`src/rtl/mcm_delay_fifo.sv`:
```
module mcm_delay_fifo #(
   parameter int W      = 16,
   parameter int DEPTH  = 8,
   localparam int PTR_W = (DEPTH > 1) ? $clog2(DEPTH) : 1,
   localparam int CNT_W = $clog2(DEPTH + 1)
) (
   input  logic             clk,
   input  logic             rst_n,
   input  logic             push,
   input  logic             push_wr,
   input  logic [W-1:0]     din,
   input  logic             pop,
   output logic [W-1:0]     dout,
   output logic [CNT_W-1:0] count,
   output logic [CNT_W-1:0] rd_cnt,
   output logic [CNT_W-1:0] wr_cnt
);

   logic [W-1:0]     mem [DEPTH];
   logic             dir [DEPTH];
   logic [PTR_W-1:0] wp_q, rp_q, wp_nxt, rp_nxt;
   logic             pop_wr;

   // Pointer wrap: free for a power-of-two depth, compared otherwise.
   if (DEPTH == (1 << PTR_W)) begin : g_pow2
      assign wp_nxt = wp_q + 1'b1;
      assign rp_nxt = rp_q + 1'b1;
   end else begin : g_odd
      assign wp_nxt = (wp_q == PTR_W'(DEPTH - 1)) ? '0 : wp_q + 1'b1;
      assign rp_nxt = (rp_q == PTR_W'(DEPTH - 1)) ? '0 : rp_q + 1'b1;
   end

   assign dout   = mem[rp_q];
   assign pop_wr = dir[rp_q];

   always_ff @(posedge clk) begin
      if (push) begin
         mem[wp_q] <= din;
         dir[wp_q] <= push_wr;
      end
   end

   always_ff @(posedge clk) begin
      if (!rst_n) begin
         wp_q   <= '0;
         rp_q   <= '0;
         count  <= '0;
         rd_cnt <= '0;
         wr_cnt <= '0;
      end else begin
         if (push) wp_q <= wp_nxt;
         if (pop)  rp_q <= rp_nxt;
         count  <= count + CNT_W'(push) - CNT_W'(pop);
         rd_cnt <= rd_cnt + CNT_W'(push && !push_wr) - CNT_W'(pop && !pop_wr);
         wr_cnt <= wr_cnt + CNT_W'(push && push_wr)  - CNT_W'(pop && pop_wr);
      end
   end

endmodule

```
`config.mk`:
```
export PLATFORM = sky130hd
export DESIGN_NAME = mcm_delay_fifo
export DESIGN_NICKNAME = d
export VERILOG_FILES = /design/src/rtl/mcm_delay_fifo.sv
export SDC_FILE = /design/constraint.sdc
export NUM_CORES = 1
export LEC_CHECK = 0
export BUFFER_PORTS_ARGS = -buffer_cell sky130_fd_sc_hd__clkbuf_2
export CAP_MARGIN = 10
export CORE_UTILIZATION = 63
export DETAILED_ROUTE_END_ITERATION = 8
export PLACE_DENSITY = 0.82
export SLEW_MARGIN = 20
export SYNTH_ARGS = -nofsm -noshare
export SYNTH_HDL_FRONTEND = slang
export SYNTH_SLANG_ARGS = --single-unit
```
`constraint.sdc`:
```
create_clock -name clk -period 4.6 [get_ports clk]
set_input_delay 0 -clock clk [delete_from_list [all_inputs] [get_ports clk]]
set_output_delay 0 -clock clk [all_outputs]
set_load 0.03 [all_outputs]
```
## Yosys cells after proc, flatten, opt, wreduce, memory -nomap -nowiden

Memory sizes are Yosys's and may differ from the RTL's. A register that Yosys moved wholly into a read port is not among the register bits.
Index checks and enable logic that the tools add are counted.

| word-level totals | value |
|---|---|
| register bits | 18 |
| bits in writable memories | 136 |
| input port bits | 21 |
| output and inout port bits | 28 |
| logic and storage cells | 27 |
| memories | 2 |

Memory list:

| name | words | width | read ports | clocked after memory_dff | write ports | line | source |
|---|---|---|---|---|---|---|---|
| mem | 8 | 16 | 1 | 1 | 1 | 19 | `logic [W-1:0] mem [DEPTH];` |
| dir | 8 | 1 | 1 | 1 | 1 | 20 | `logic dir [DEPTH];` |

| cells by class | value |
|---|---|
| $add $sub $neg | 8 |
| mux-type cells | 6 |
| reduce and logical (&&, ||, !) cells | 6 |

Operator list:

| kind | count |
|---|---|
| $add A4 B1 Y4 | 3 |
| $mux W3 | 4 |
| $sub A4 B1 Y4 | 3 |
| $add A3 B1 Y3 const B | 2 |
| $logic_and A1 B1 Y1 | 4 |
| $logic_not A1 Y1 | 2 |
| $mux W1 | 2 |

## Logic depth before layout (Yosys ltp)

| logic depth | value |
|---|---|
| depth after elaboration | 4 |
| depth in mapped cells | 12 |
| gate-level depth less buffers | 10 |

## Worst setup path after synthesis

Ideal clock, no wire load.

| path | value |
|---|---|
| path type | flip-flop to flip-flop |
| start point | register with a tool-made name |
| end point | register rd_cnt[3] |
| setup time | 0.070 ns |
| arrival time | 2.348 ns |
| data required time | 4.530 ns |
| setup slack | 2.181 ns |
| cell stages (with the launch flop) | 12 |
| buffers on the path | 2 |
| period minus slack after synthesis | 2.419 ns |
| path through | dfxtp_1 > buf_6 > buf_6 > mux2_2 > o22ai_1 > o31a_1 > ha_1 > inv_1 > ha_1 > a21o_1 > a2111oi_0 > o21bai_1 |

RTL lines:

| element | line | source |
|---|---|---|
| end signal, assigned | 54 | `rd_cnt <= rd_cnt + CNT_W'(push && !push_wr) - CNT_W'(pop && !pop_wr);` |
| end, declared | 15 | `output logic [CNT_W-1:0] rd_cnt,` |

==> out/metrics.csv <==
metric;value;unit
status;finished, final reports clean;
fillers;536;
Worst-Margin Slew;0.904;ns
Routability Congestion;0.735;
share of flip-flops with an asynchronous set or reset;0;%
DP Cell Count;501;
Seq. cell area;4510;µm²
RSZ-0062 raised after global routing;false;
CTS root buf;clkbuf_8;
largest area contributor in the netlist;edfxtp_1;
minimum clock period;3.02;ns
Die Wd;102;µm
relative slew slack;39.5;%
CP top delay family;compound AO/OA/AOI/OAI gates;
core area;9770;µm²
wire length per cell;21.4;µm
placed cell area;6760;µm²
initial core utilization;64.8;%
Worst EP arrival;3.48;ns
# resized after CTS;0;
Final Instance Area;7480;µm²
final setup TNS;0;ns
CP Depth;10;
Clock Skew;0.00680;ns
EDFF count, synth;136;
Pwr Density;456;nW/µm²
max frequency;331;MHz
Finish-stage setup viols;0;
largest buffer count on any clock path;2;
crit path cell chain;buf_4 > mux2i_1 > and3_1 > nor4b_1 > ha_1 > inv_1 > ha_1 > a21o_1 > a2111oi_0 > o21bai_1;
CP Data Required Time;5.06;ns
drt via density;5.82;
Most Frequent Cell on Critical Path;ha_1;
buffers added on ports;48;
worst hold slack;0.290;ns
Tcrit/Tclk final;65.6;%
critical path endpoint category;flip-flop;
clk_lat worst skew;0.53;ns
Syn Nets;358;
M1 WL;4760;µm
count of pins over their slew limit;0;
worst setup margin;1.58;ns
number of global-route vias before repair;3230;
critical path fanouts, max;26;
startpoint types;flip-flop;
syn avg cell area;19.8;µm²
remaining antenna violation count;0;
Routed met2 length;6120;µm
gr usage total;24.6;%
via count;3214;
initial antenna violation count;0;
Post-Syn Area;6330;µm²
Leak;2.71;nW
Yosys top cell area share;64.5;%
total wire length;11800;µm
Setup Crit Path Kind;flip-flop to flip-flop;
drt drc;0;
max cap viols;0;
total CTS buffers;17;
Clock Pin Slew Worst Setup and Hold Paths;0.06;ns
Max stage delay on crit path;0.53;ns
register area share after synthesis;71.1;%
CTS tree;done;
first-pass GRT wire length;17500;µm
area occupied by multi-input gates;1710;µm²
kind of path behind the tightest hold check;input pin to flip-flop;
reg-to-reg slack, setup;1.58;ns
fin cells;552;
post-DP HPWL;6860;µm
synth top area cells;edfxtp_1 64%, mux4_1 13%, dfxtp_1 6.6%, mux2_2 3.2%, ha_1 2.8%;
top layer in use;met4;
R2R depth;10;
die area;10500;µm²
endpoints failing hold;0;
worst setup path end;wr_cnt[3];
pre-CTS setup slack;1.55;ns
Ys Warns;0;
critical path buffer and inverter count;2;
met3 wire length;771;µm
drt first pass iters;5;
Mapped Cells;320;
Clock Sinks;157;
ant diodes;0;
start point of the worst hold path;din[0];
Post-synth top flop;edfxtp_1;
R2R Path End;wr_cnt[3];
post-layout net count;445;
Die H;102;µm
largest net degree at the start of global routing;27;
total gr overflow;0;
Starting DRT DRC Count;194;
cell with the largest stage delay on the worst path;dfxtp_2;
flops & latches, synth;157;
H-tree level count;4;
Area Growth Syn to Fin;18.2;%
Top Ports;49;
maximum VDD drop;0.000257;V
Rows;36;
layout cell share with drive strength beyond 1;25.8;%
library cells used by synthesis;29;
-- layout by cell type, fill, tap and decap left out, drive strengths merged --
cell type and n:
dlygate4sd3 20, xnor2 2, mux2 18, nor3 2, inv 17, ha 14, buf 11, and3 1
and2 4, a21oi 4, dfxtp 21, nand2 8, mux4 32, nor4b 1, o22ai 1, xor2 7
fa 3, a2111oi 4, edfxtp 136, a21o 3, o31a 1, and2b 1, clkinvlp 2, nor2 17
o21bai 3, clkbuf 69, clkinv 6, nand2b 7, bufinv 1, mux2i 3
-- metrics by stage --
step                      util, %  power [mW]
after floorplan                 -        2.05
after global placement       69.2        2.17
after detailed placement     69.2        2.19
after CTS                    76.6        3.43
after global routing         76.6        3.54
final                        76.6        3.41
-- kinds of logic (layout without fill, tap and decap cells) --
logic type / after synthesis / in the layout / share of synthesized area (%)
flops: 157 / 157 / 71.1
mux: 53 / 53 / 16.9
simple gates: 41 / 41 / 3.10
buf+inv: 27 / 126 / 2.11
fa+ha+maj: 17 / 17 / 3.71
compound gates: 16 / 16 / 1.82
xor+xnor: 9 / 9 / 1.24
-- synthesized netlist by cell type, types with 4 or more instances --
cell       instances
buf_6              4
nor2_1            17
nand2_1            8
mux2_2            18
and2_1             4
nand2b_1           7
dfxtp_1           21
inv_1             16
a2111oi_0          4
ha_1              14
mux4_1            31
a21oi_1            4
xor2_1             7
edfxtp_1         136
-- power breakdown --
group          total [mW]  switching [mW]  internal, mW
sequential           1.66          0.0466          1.61
combinational       0.524           0.307         0.216
clock                1.23           0.517         0.713
-- worst min-delay path by stage --
stage                            to  slack (ns)  cells after the start
after floorplan              dir[0]         0.1                      0
after global placement    mem[4][4]        0.27                      1
after detailed placement  mem[5][4]        0.28                      1
after CTS                 mem[1][0]        0.27                      2
after global routing      mem[3][4]        0.29                      2
final                     mem[3][0]        0.29                      2
-- final cells by class --
| class | instances | area share [%] |
|---|---|---|
| sequential | 157 | 60.2 |
| multi-input combinational | 136 | 22.8 |
| timing repair buffer | 79 | 6.99 |
| clock buffer | 21 | 5.73 |
| tap | 133 | 2.22 |
| clock inverter | 10 | 1.25 |
| inverter | 16 | 0.803 |
-- state kept, by name (all words and copies together) (netlist names), named ones only --
name,count
wp_q,3
rp_q,3
rd_cnt,4
count,4
wr_cnt,4
mem,128
dir,8
-- per-layer routing --
metal | GRT usage (%) | vias to the layer above
li1 | - | 1460
met1 | 32.0 | 1633
met2 | 41.0 | 107
met3 | 6.29 | 14
met4 | 8.13 | 0
met5 | 0 | -
-- repair_timing --
action | CTS | global route
hold buffers | 20 | 0
hold endpoints to repair | 152 | 0
endpoints found under the setup margin | 0 | 0
buffers inserted | 0 | 0
(Power assumes the default switching activity.)
